===== config.mk =====
export PLATFORM = sky130hd
export DESIGN_NAME = vsync_blink_gen
export DESIGN_NICKNAME = d
export VERILOG_FILES = /design/src/rtl/blink_pkg.sv /design/src/rtl/vsync_edge_det.sv /design/src/rtl/blink_phase_fsm.sv /design/src/rtl/blink_duty_shaper.sv /design/src/rtl/vsync_blink_gen.sv
export SDC_FILE = /design/constraint.sdc
export NUM_CORES = 1
export LEC_CHECK = 0
export ABC_AREA = 1
export BUFFER_PORTS_ARGS = -buffer_cell sky130_fd_sc_hd__buf_4
export CAP_MARGIN = 20
export CORE_MARGIN = 8
export CORE_UTILIZATION = 25
export CTS_BUF_LIST = sky130_fd_sc_hd__clkbuf_4 sky130_fd_sc_hd__clkbuf_8
export CTS_CLUSTER_SIZE = 24
export DETAILED_ROUTE_END_ITERATION = 7
export GPL_ROUTABILITY_DRIVEN = 0
export GPL_TIMING_DRIVEN = 0
export HOLD_SLACK_MARGIN = 0.05
export PLACE_DENSITY_LB_ADDON = 0.25
export SLEW_MARGIN = 25
export SYNTH_ARGS = -nofsm -noshare
export SYNTH_HDL_FRONTEND = slang
export SYNTH_HIERARCHICAL = 1
export SYNTH_SLANG_ARGS = --single-unit

===== constraint.sdc =====
create_clock -name clk -period 5.2 [get_ports clk]
set_input_delay 1.3 -clock clk [delete_from_list [all_inputs] [get_ports clk]]
set_output_delay 1.3 -clock clk [all_outputs]
set_load 0.05 [all_outputs]

===== src/rtl/blink_pkg.sv =====
package blink_pkg;
    typedef enum logic [1:0] {
        ST_LEAD = 2'd0,
        ST_SHOW = 2'd1,
        ST_HIDE = 2'd2
    } phase_e;

    localparam logic [1:0] DUTY_FULL    = 2'd0;
    localparam logic [1:0] DUTY_QUARTER = 2'd1;
    localparam logic [1:0] DUTY_HALF    = 2'd2;
    localparam logic [1:0] DUTY_THREEQ  = 2'd3;
endpackage


===== src/rtl/vsync_edge_det.sv =====
module vsync_edge_det (
    input  logic clk,
    input  logic rst_n,
    input  logic vsync,
    output logic tick
);
    logic vsync_q;

    always_ff @(posedge clk) begin
        if (!rst_n) vsync_q <= 1'b0;
        else        vsync_q <= vsync;
    end

    always_comb tick = vsync & ~vsync_q;

    // a held-high level yields a single tick
    a_r2_single_tick: assert property (@(posedge clk) disable iff (!rst_n)
        tick |=> !tick);
endmodule


===== src/rtl/blink_phase_fsm.sv =====
module blink_phase_fsm
    import blink_pkg::*;
#(
    parameter int RATE_W = 6,
    parameter int DUTY_W = 2,
    localparam int CNT_W = RATE_W + 1
) (
    input  logic              clk,
    input  logic              rst_n,
    input  logic              tick,
    input  logic [RATE_W-1:0] rate_in,
    input  logic [DUTY_W-1:0] duty_in,
    output logic [CNT_W-1:0]  pos_o,
    output logic [RATE_W-1:0] rate_eff,
    output logic [DUTY_W-1:0] duty_eff,
    output logic              cursor_o
);
    phase_e            state_q, state_d;
    logic [CNT_W-1:0]  pos_q, pos_d;
    logic [RATE_W-1:0] rate_q;
    logic [DUTY_W-1:0] duty_q;
    logic [CNT_W-1:0]  half_end;
    logic [CNT_W-1:0]  last_pos;

    // Settings follow the inputs during interval 0 and are frozen after it
    always_comb begin
        rate_eff = (state_q == ST_LEAD) ? rate_in : rate_q;
        duty_eff = (state_q == ST_LEAD) ? duty_in : duty_q;
        half_end = {1'b0, rate_eff};
        last_pos = {rate_eff, 1'b1};
    end

    always_comb begin
        state_d = state_q;
        pos_d   = pos_q;
        if (tick) begin
            unique case (state_q)
                ST_LEAD: begin
                    pos_d   = {{(CNT_W-1){1'b0}}, 1'b1};
                    state_d = (rate_eff == '0) ? ST_HIDE : ST_SHOW;
                end
                ST_SHOW: begin
                    pos_d = pos_q + 1'b1;
                    if (pos_q == half_end) state_d = ST_HIDE;
                end
                ST_HIDE: begin
                    if (pos_q == last_pos) begin
                        pos_d   = '0;
                        state_d = ST_LEAD;
                    end else begin
                        pos_d = pos_q + 1'b1;
                    end
                end
                default: begin
                    pos_d   = '0;
                    state_d = ST_LEAD;
                end
            endcase
        end
    end

    always_ff @(posedge clk) begin
        if (!rst_n) begin
            state_q <= ST_LEAD;
            pos_q   <= '0;
            rate_q  <= '0;
            duty_q  <= '0;
        end else begin
            state_q <= state_d;
            pos_q   <= pos_d;
            if (state_q == ST_LEAD) begin
                rate_q <= rate_in;
                duty_q <= duty_in;
            end
        end
    end

    always_comb begin
        pos_o    = pos_q;
        cursor_o = (state_q != ST_HIDE);
    end

    // position never runs past the end of the period
    a_r3_pos_in_range: assert property (@(posedge clk) disable iff (!rst_n)
        pos_q <= last_pos);
    // hidden half lies after interval R
    a_r3_hide_after_half: assert property (@(posedge clk) disable iff (!rst_n)
        (state_q == ST_HIDE) |-> (pos_q > half_end));
    // no edge, no movement
    a_r2_hold_without_tick: assert property (@(posedge clk) disable iff (!rst_n)
        !tick |=> $stable(pos_q));
    // latched settings frozen after interval 0
    a_r8_settings_frozen: assert property (@(posedge clk) disable iff (!rst_n)
        (state_q != ST_LEAD) |=> ($stable(rate_q) && $stable(duty_q)));
    // zero rate goes straight to the hidden half
    a_r9_rate0_hide: assert property (@(posedge clk) disable iff (!rst_n)
        (tick && state_q == ST_LEAD && rate_eff == '0) |=> !cursor_o);
endmodule


===== src/rtl/blink_duty_shaper.sv =====
module blink_duty_shaper
    import blink_pkg::*;
#(
    parameter int RATE_W = 6,
    parameter int DUTY_W = 2,
    localparam int CNT_W = RATE_W + 1,
    localparam int LEN_W = CNT_W + 1
) (
    input  logic [CNT_W-1:0]  pos,
    input  logic [RATE_W-1:0] rate,
    input  logic [DUTY_W-1:0] duty,
    input  logic              cursor,
    output logic              text_o
);
    logic [LEN_W-1:0] half_len;
    logic [LEN_W-1:0] quarter_len;
    logic [LEN_W-1:0] threeq_len;
    logic [LEN_W-1:0] pos_ext;

    always_comb begin
        half_len    = {2'b00, rate} + 1'b1;
        quarter_len = half_len >> 1;
        if (quarter_len == '0) quarter_len = {{(LEN_W-1){1'b0}}, 1'b1};
        threeq_len  = (half_len + (half_len << 1)) >> 1;
        pos_ext     = {1'b0, pos};
        unique case (duty[1:0])
            DUTY_FULL:    text_o = cursor;
            DUTY_QUARTER: text_o = pos_ext < quarter_len;
            DUTY_HALF:    text_o = pos_ext < half_len;
            DUTY_THREEQ:  text_o = pos_ext < threeq_len;
            default:      text_o = cursor;
        endcase
    end
endmodule


===== src/rtl/vsync_blink_gen.sv =====
module vsync_blink_gen
    import blink_pkg::*;
#(
    parameter int RATE_W = 6,
    parameter int DUTY_W = 2,
    localparam int CNT_W = RATE_W + 1
) (
    input  logic              clk,
    input  logic              rst_n,
    input  logic              vsync,
    input  logic [RATE_W-1:0] rate,
    input  logic [DUTY_W-1:0] duty,
    output logic              cursor_vis,
    output logic              text_vis
);
    logic              tick;
    logic [CNT_W-1:0]  pos;
    logic [RATE_W-1:0] rate_eff;
    logic [DUTY_W-1:0] duty_eff;

    vsync_edge_det u_edge (
        .clk   (clk),
        .rst_n (rst_n),
        .vsync (vsync),
        .tick  (tick)
    );

    blink_phase_fsm #(.RATE_W(RATE_W), .DUTY_W(DUTY_W)) u_fsm (
        .clk      (clk),
        .rst_n    (rst_n),
        .tick     (tick),
        .rate_in  (rate),
        .duty_in  (duty),
        .pos_o    (pos),
        .rate_eff (rate_eff),
        .duty_eff (duty_eff),
        .cursor_o (cursor_vis)
    );

    blink_duty_shaper #(.RATE_W(RATE_W), .DUTY_W(DUTY_W)) u_shape (
        .pos    (pos),
        .rate   (rate_eff),
        .duty   (duty_eff),
        .cursor (cursor_vis),
        .text_o (text_vis)
    );

    // interval 0 shows both cursor and text
    a_r1_first_visible: assert property (@(posedge clk) disable iff (!rst_n)
        (pos == '0) |-> (cursor_vis && text_vis));
    // full duty tracks the cursor across an edge
    a_r4_full_tracks: assert property (@(posedge clk) disable iff (!rst_n)
        (tick && pos != '0 && duty_eff == DUTY_FULL) |=> (text_vis == cursor_vis));
endmodule


Word level (Yosys, flattened, before mapping)
Index checks and enable logic that the tools add are counted.
Word-level totals
  register bits: 18
  bits of input ports: 11
Cells by class
  add/subtract/negate cells: 3
  $lt $le $gt $ge: 3
  equality and inequality tests: 10
  mux-type cells: 10
  bitwise operators: 2
  reductions and logical operators: 5
Operators with widths (number)
  one-hot mux 7 bit (3 select lines): 1
  < comparator 7 x 8 -> 1 bit: 2
  2-to-1 mux 7 bit: 2
  adder 8 bit: 1
  zero test 8 bit: 1
  2-to-1 mux 2 bit: 4
  adder 6 x 1 -> 7 bit, second input constant: 1
  adder 7 x 1 -> 7 bit, second input constant: 1
  equality test 7 x 6 -> 1 bit: 1
  equality test 7 bit: 1
  < comparator 7 bit: 1
  equality test 2 bit, second input constant: 3
  zero test 6 bit: 1
  2-to-1 mux 6 bit: 1
  one-hot mux 2 bit (3 select lines): 1
  equality test 2 x 1 -> 1 bit, second input constant: 2
  zero test 2 bit: 2
  inequality test 2 x 1 -> 1 bit, second input constant: 2
  one-hot mux 1 bit (4 select lines): 1
  AND reduction 3 bit: 1
  inequality test 2 bit, second input constant: 1
  AND 1 bit: 1
  inverter 1 bit: 1

Longest topological paths before layout
Gate-level depths: netlist (run 1).
  word-level depth: 7
  gate-level depth with buffers: 26
  gate-level depth less buffers: 25

By module
Netlist (run 1), hierarchy kept.
Modules (own cells, without submodules)
  blink_phase_fsm: instances 1, cells an instance 194, area each 1142.3 µm²
  blink_duty_shaper: instances 1, cells an instance 145, area each 912.1 µm²
  vsync_edge_det: instances 1, cells an instance 5, area each 37.5 µm²

Worst setup path before layout (run 1)
No wires, ideal clock.
  path kind: input to output
  from: input port rate[0]
  to: output port text_vis
  data arrival time: 4.301 ns
  required time: 3.900 ns
  setup slack: -0.401 ns
  stages: 22
  buffers on the path: 0
  path through: nand2_1 -> nand2_1 -> ha_1 -> nand2_1 -> inv_2 -> nand2_1 -> nand2_4 -> inv_1 -> ha_1 -> a21oi_1 -> nand2_1 -> nand3b_1 -> nand2_1 -> xor2_1 -> ha_1 -> a21oi_1 -> o21ai_0 -> a21oi_1 -> nand3_1 -> nand2_1 -> nor2_1 -> a21oi_2
Between the ends
  cells in the longest elaborated chain, start to end: 6
  elaborated cells between the ends (all ways): 9
RTL lines
  start, declared: RTL line vsync_blink_gen.sv:11  | input logic [RATE_W-1:0] rate,
  2-to-1 mux 6 bit (*): RTL line blink_phase_fsm.sv:27  | rate_eff = (state_q == ST_LEAD) ? rate_in : rate_q;
  via rate_eff[0]: RTL line vsync_blink_gen.sv:18  | logic [RATE_W-1:0] rate_eff;
  adder 6 x 1 -> 7 bit (*): RTL line blink_duty_shaper.sv:21  | half_len = {2'b00, rate} + 1'b1;
  parallel branches: the longest is 3 deep, another holds adder 8 bit
  one-hot mux 1 bit (4 select lines) (*): RTL line blink_duty_shaper.sv:26  | unique case (duty[1:0])
  end, declared: RTL line vsync_blink_gen.sv:14  | output logic text_vis
Mark *: on every way through the listed nets, which the timed path passes.

Worst setup path in the final report (run 1)
Ends and elaborated chain as after synthesis.

==> impl_results.md, run 1 <==
* Run status: finished, violations left
* Failing checks: negative setup slack
* Area growth from synthesis to layout at 30.7%
* Max FO, Critical Path at 5
* Die area at 11600 sq um
* Largest net degree at the start of global routing at 12
* IO buf count at 12
* Worst Slack Setup Final at -0.0409 ns
* Vias per cell at 4.43
* N_diodes at 0
* Layout cells sized above 1 at 29.2%
* Slew Limit Fails at 0
* R2R Setup Slk at 3.41 ns
* Seq pwr share at 21.9%
* Area leader, netlist: nand2_1
* Maximum vdd drop at 0.134 mV
* WL final at 5450 um
* #FFs+latches synth at 18
* DRT Pass-1 Iters at 4
* Non-filler cells, final at 482
* Area post-placement at 2370 sq um
* First-pass GRT wire length at 9550 um
* Filler cell count at 916
* Clock latency at the later pin of the worst-skew pair at 0.25 ns
* Final Cell Area at 2730 sq um
* Sequential share of the synthesized area at 17.2%
* Ys Warns at 6
* Final Hold Vio Count at 0
* Clock power share at 13.8%
* Worst setup EP type: output port
* Core footprint at 8180 sq um
* Sw frac at 42.7%
* Syn_area_per_cell at 6.08 sq um
* Total negative slack at -0.0409 ns
* Final #Nets at 409
* Tmin final at 5.24 ns
* Antenna violations before repair at 0
* CP required at 3.90 ns
* Least-Margin Pin Slew at 0.506 ns
* IO Pins at 13
* Placement Rows at 33
* Combinational Power Share at 64.3%
* Iteration-0 DRC Markers at 66
* CTS tree: yes
* Routed wire per std cell at 11.3 um
* Die height at 107 um
* Max Root-Sink Buffers at 2
* Max Clk Rate at 191 MHz
* Slew HR at 66.3%
* Max-cap violations at 0
* Starting Density at 25.6%
* Via count at 2134
* Total power per unit cell area at 258 nW/um^2
* Antenna viol nets, final at 0
* Hold buffers post-CTS at 0
* Top Usage Layer GRT: met2
* Hold crit path type: reg -> reg
* Die W at 107 um
* CP Launch Type: input pin
* Share of the synthesized area in the top cell type at 18.5%
* Synth Cell Area at 2090 sq um
* M1 GR Usage at 11.8%
* GRT Residual Overflow at 0
* Root buffer cell: clkbuf_8
* Total GRT Usage at 9.93%
* Final worst clock skew at 0.00175 ns
* M3 GR Usage at 1.02%
* DRC Markers at 0
* H-tree Lvls at 1
* DP HPWL at 4240 um
* Multi-input gate area at 1640 sq um
* Crit path DAT at 3.94 ns
* Final cycle utilization of the critical path at 101%
* Internal power at 405 uW
* Psw at 302 uW
* Pre-CTS WS at -0.446 ns
* Vias in the first global route at 2204
* Clk sink count at 18
* Syn nets at 374
* Placed cells at 461
* Synth top area cells: nand2_1 18%, dfxtp_1 17%, ha_1 11%
* Final setup vio count at 1
* Crit path kind: in -> out
* Slowest cell on crit path: ha_1
* Unrepaired setup endpoints after global routing: true
* Lkg Pwr at 0.00139 uW
* GR Layer Usage met2 at 18.4%
* CP max stage delay at 0.27 ns
* FF/Latch Area at 360 sq um
* Clock buffer count from CTS at 3
* Gate Count Post-Synth at 344
* Synth unique cells at 37
* Clock transition at path regs at 0.06 ns
==> logic make-up (layout without fill, tap and decap cells) <==
logic type                 count (synthesis)  after routing  synth area share, %
AOI/OAI and AO/OA                         25             25                 6.70
xor gates and xnor gates                  11             11                 4.96
adders and majority gates                 19             19                 11.4
buffers and inverters                     68            101                 14.2
DFF                                       18             18                 17.2
and+or+nand+nor                          203            203                 45.6
==> metal layers <==
layer | routed length (um) | up-vias
li1 | - | 1148
met1 | 2590 | 964
met2 | 2700 | 18
met3 | 121 | 4
met4 | 44 | 0
met5 | 0 | -
==> power by group through the flow <==
stage	logic, uW	clock network (uW)	registers (uW)
after floorplan	285	0	156
after global placement	350	0	157
after detailed placement	354	0	158
after CTS	427	102	154
after global routing	510	106	155
final	454	97.5	154
==> Yosys cell counts (all sizes together) <==
cell type	count
nand2	120
inv	59
nand3	40
nor2	27
ha	19
dfxtp	18
o21ai	12
a21oi	10
nand4	6
xor2	6
xnor2	5
buf	4
clkinv	3
nand3b	3
nor3	3
and2	2
or2	2
a2111oi	1
a31oi	1
bufinv	1
clkbuf	1
o211ai	1
==> final timing paths <==
| kind | from | to | cells after the start |
|---|---|---|---|
| hold / removal | u_fsm/duty_q[1]$_SDFF_PN0_ | u_fsm/duty_q[1]$_SDFF_PN0_ | 2 |
| setup reg to reg | u_fsm/state_q[0]$_SDFFE_PN0P_ | u_fsm/state_q[0]$_SDFFE_PN0P_ | 13 |
| hold reg to reg | u_fsm/duty_q[1]$_SDFF_PN0_ | u_fsm/duty_q[1]$_SDFF_PN0_ | 2 |
| setup / recovery | rate[0] | text_vis | 25 |
==> flip-flops by register name (all words and copies together) (netlist names) <==
name,count
u_edge/vsync_q,1
u_fsm/rate_q,6
u_fsm/state_q,2
u_fsm/duty_q,2
u_fsm/pos_o,7
==> worst max-delay path, delay by kind of cell <==
family / cells / cell delay, ns
adder cells (fa/ha/maj): 3 / 0.72
AO/OA/AOI/OAI: 5 / 0.54
AND/OR/NAND/NOR: 12 / 0.87
buffers and inverters: 4 / 0.36
XOR/XNOR: 1 / 0.16
==> through the flow <==
step	hold WS (ns)	total power (uW)	util (%)
floorplan	0.482	441	-
global placement	0.515	507	29.0
detailed placement	0.519	511	29.0
CTS	0.536	683	32.5
global route	0.562	772	33.4
finish	0.526	706	33.4
==> cells in the final DEF (no fill, tap or decap), types with 3 or more instances in the layout <==
| master | synthesis | final |
|---|---|---|
| nor3_1 | 3 | 3 |
| inv_1 | 52 | 48 |
| nand4_1 | 5 | 5 |
| clkbuf_8 | 0 | 3 |
| o21ai_1 | 4 | 4 |
| nand3_1 | 37 | 33 |
| buf_6 | 2 | 6 |
| ha_1 | 19 | 12 |
| nand2_4 | 4 | 10 |
| ha_4 | 0 | 7 |
| inv_2 | 6 | 8 |
| a21oi_1 | 9 | 7 |
| nand3b_1 | 3 | 3 |
| nor2_1 | 24 | 23 |
| nand2_1 | 103 | 89 |
| o21ai_0 | 7 | 6 |
| xnor2_1 | 5 | 3 |
| nand3_2 | 3 | 7 |
| dfxtp_1 | 18 | 18 |
| xor2_1 | 5 | 5 |
| buf_4 | 1 | 26 |
| nand2_2 | 13 | 21 |
==> cell type report <==
cell class,count,area share (%)
clock buffer,3,1.51
sequential,18,13.2
timing repair buffer,30,9.24
multi-input combinational,258,60.1
inverter,63,9.70
buffer,5,1.42
tap,105,4.81
==> repair_timing <==
| item | in CTS | in global routing |
|---|---|---|
| setup buffers | 17 | 1 |
| endpoints found under the setup margin | 1 | 1 |
| pin swaps | 22 | 17 |
| gates resized for setup | 29 | 13 |
Note: power is estimated with default switching activity, not from simulation.
==> inputs of run 2 (changes only) <==
--- a/config.mk
+++ b/config.mk
@@ -8,7 +8,7 @@
 export ABC_AREA = 1
 export BUFFER_PORTS_ARGS = -buffer_cell sky130_fd_sc_hd__buf_4
 export CAP_MARGIN = 20
-export CORE_MARGIN = 8
+export CORE_MARGIN = 4
 export CORE_UTILIZATION = 25
 export CTS_BUF_LIST = sky130_fd_sc_hd__clkbuf_4 sky130_fd_sc_hd__clkbuf_8
 export CTS_CLUSTER_SIZE = 24
==> constraint.sdc (replaced) <==
create_clock -name clk -period 6.8 [get_ports clk]
set_input_delay 1.7 -clock clk [delete_from_list [all_inputs] [get_ports clk]]
set_output_delay 1.7 -clock clk [all_outputs]
set_load 0.05 [all_outputs]
==> impl_results.md, run 2 (synthesis results as in run 1) <==
* Run status: complete, no violations (was finished, violations left)
* Final hold slack at 0.535 ns (was 0.526 ns)
* WL final at 5020 um (was 5450 um)
* Hold crit path type: reg -> reg (unchanged)
* Least-Margin Pin Slew at 0.541 ns (was 0.506 ns)
* Starting Density at 25.6% (unchanged)
* Maximum vdd drop at 0.0762 mV (was 0.134 mV)
* Die height at 99.5 um (was 107 um)
* Die area at 9900 sq um (was 11600 sq um)
* Clock transition at path regs at 0.07 ns (was 0.06 ns)
* Crit path kind: in -> out (unchanged)
* Total power per unit cell area at 195 nW/um^2 (was 258 nW/um^2)
* Total GRT Usage at 10.9% (was 9.93%)
* Max Clk Rate at 155 MHz
* CP required at 5.10 ns (was 3.90 ns)
* Final worst clock skew at 0.00407 ns (was 0.00175 ns)
* Max Root-Sink Buffers at 2 (unchanged)
* Max FFs per register at 7 (unchanged)
* Max FO, Critical Path at 9 (was 5)
* Max-cap violations at 0 (unchanged)
* Vias per cell at 4.42 (was 4.43)
* R2r endpoint: u_fsm/state_q[1]$_SDFFE_PN0P_ (was u_fsm/state_q[0]$_SDFFE_PN0P_)
* DP HPWL at 4090 um (was 4240 um)
* Die W at 99.5 um (was 107 um)
* Tmin final at 6.46 ns
* Final setup vio count at 0 (was 1)
* Final Hold Vio Count at 0 (unchanged)
* Worst setup EP type: output port (unchanged)
* Filler cell count at 957 (was 916)
* Total negative slack at 0 ns (was -0.0409 ns)
* Most frequent cells in the layout: 101 x nand2_1, 52 x inv_1, 37 x nand3_1 (was 89 x nand2_1, 48 x inv_1, 33 x nand3_1)
* Largest net degree at the start of global routing at 12 (unchanged)
* R2R Setup Slk at 5.08 ns (was 3.41 ns)
* IO buf count at 12 (unchanged)
* Via count at 2055 (was 2134)
* Setup crit start: rate[0] (unchanged)
* CTS tree: yes (unchanged)
* CP Launch Type: input pin (unchanged)
* Post-CTS Setup Repair Bufs at 0 (was 17)
* First-pass GRT wire length at 8930 um (was 9550 um)
* CP endpoint: text_vis (unchanged)
* Routed wire per std cell at 10.8 um (was 11.3 um)
* Unrepaired setup endpoints after global routing: false (was true)
* Root buffer cell: clkbuf_8 (unchanged)
* Lkg Pwr at 0.00127 uW (was 0.00139 uW)
* Area growth from synthesis to layout at 13.8% (was 30.7%)
* Core footprint at 8180 sq um (unchanged)
* Slew Limit Fails at 0 (unchanged)
* Clock buffer count from CTS at 3 (unchanged)
* Crit path DAT at 4.76 ns (was 3.94 ns)
* Final cycle utilization of the critical path at 95.0%
* H-tree Lvls at 1 (unchanged)
* Clock latency at the later pin of the worst-skew pair at 0.26 ns (was 0.25 ns)
* Final #Nets at 391 (was 409)
* Most common cell after layout, fill and taps aside: nand2_1 (unchanged)
* Worst r2r path cells at 12 (was 13)
* Antenna viol nets, final at 0 (unchanged)
* Iteration-0 DRC Markers at 49 (was 66)
* FF-to-FF Start: u_fsm/state_q[0]$_SDFFE_PN0P_ (unchanged)
* Worst Hold Launch: u_fsm/duty_q[1]$_SDFF_PN0_ (unchanged)
* Placement Rows at 33 (unchanged)
* DRT Pass-1 Iters at 4 (unchanged)
* Slew HR at 63.9% (was 66.3%)
* Layout cells sized above 1 at 16.9% (was 29.2%)
* Clk sink count at 18 (unchanged)
* IO Pins at 13 (unchanged)
* Antenna violations before repair at 0 (unchanged)
* Vias in the first global route at 1976 (was 2204)
* N_diodes at 0 (unchanged)
* DRC Markers at 0 (unchanged)
* GRT Residual Overflow at 0 (unchanged)
run 2: cell types whose count changed in the layout (fill, tap and decap cells not counted), sizes merged:
cell	change
buf	-18
clkbuf	+1
run 2: final cells by class:
| type | instances | area [sq um] | share of cell area (%) |
|---|---|---|---|
| Tap cell | 105 | 131 | 5.52 |
| Multi-Input combinational cell | 258 | 1450 | 60.8 |
| Inverter | 63 | 258 | 10.8 |
| Sequential cell | 18 | 360 | 15.1 |
| Clock buffer | 4 | 55.1 | 2.31 |
| Timing Repair Buffer | 12 | 90.1 | 3.78 |
| Buffer | 5 | 38.8 | 1.63 |
run 2: what timing repair did:
| action | CTS | global route |
|---|---|---|
| hold buffers | 0 | 0 |
| gates resized for setup | 0 | 4 |
| setup endpoints to repair | 0 | 1 |
run 2: worst min-delay path by stage:
stage	slack, ns	cells past startpoint	to
3_3_place_gp	0.51	2	u_fsm/duty_q[1]$_SDFF_PN0_
3_5_place_dp	0.52	2	u_fsm/duty_q[1]$_SDFF_PN0_
5_1_grt	0.58	2	u_fsm/duty_q[0]$_SDFF_PN0_
6_report	0.54	2	u_fsm/duty_q[1]$_SDFF_PN0_
2_1_floorplan	0.48	2	u_fsm/duty_q[0]$_SDFF_PN0_
4_1_cts	0.54	2	u_fsm/duty_q[1]$_SDFF_PN0_
run 2: routing by layer:
| layer | GRT usage [%] | wire (um) | up-vias |
|---|---|---|---|
| li1 | - | - | 1112 |
| met1 | 14.4 | 2500 | 923 |
| met2 | 18.9 | 2390 | 13 |
| met3 | 0.842 | 51 | 7 |
| met4 | 3.26 | 71 | 0 |
| met5 | 0 | 0 | - |
run 2: stage by stage:
step                      instances  worst slack, ns  area [sq um]  power (uW)  util (%)
final                           465            0.341          2380         465      29.1
after detailed placement        461            0.104          2310         378      28.3
after floorplan                 344            0.399          2090         325         -
after global routing            465           0.0213          2380         515      29.1
after CTS                       465           0.0908          2370         472      29.0
after global placement          461            0.141          2310         375      28.3
run 2: power by group:
part	switching [uW]	internal, uW
combinational	155	101
clock	39.6	51.6
sequential	5.33	113
total	200	265
run 2: worst max-delay path, stage by stage:
cell and delay, ns:
buf_4 0.08, nand2_1 0.11, nand2_4 0.17, ha_2 0.23, nand2_1 0.07, inv_2 0.07, nand2_1 0.09, nand2_4 0.12
inv_1 0.07, ha_1 0.36, a21oi_1 0.15, nand2_1 0.09, nand3b_1 0.09, nand2_1 0.06, xor2_1 0.15, ha_1 0.29
a21oi_1 0.12, o21ai_0 0.09, a21oi_1 0.15, nand3_1 0.08, nand2_1 0.07, nor2_1 0.04, a21oi_2 0.10, buf_4 0.20
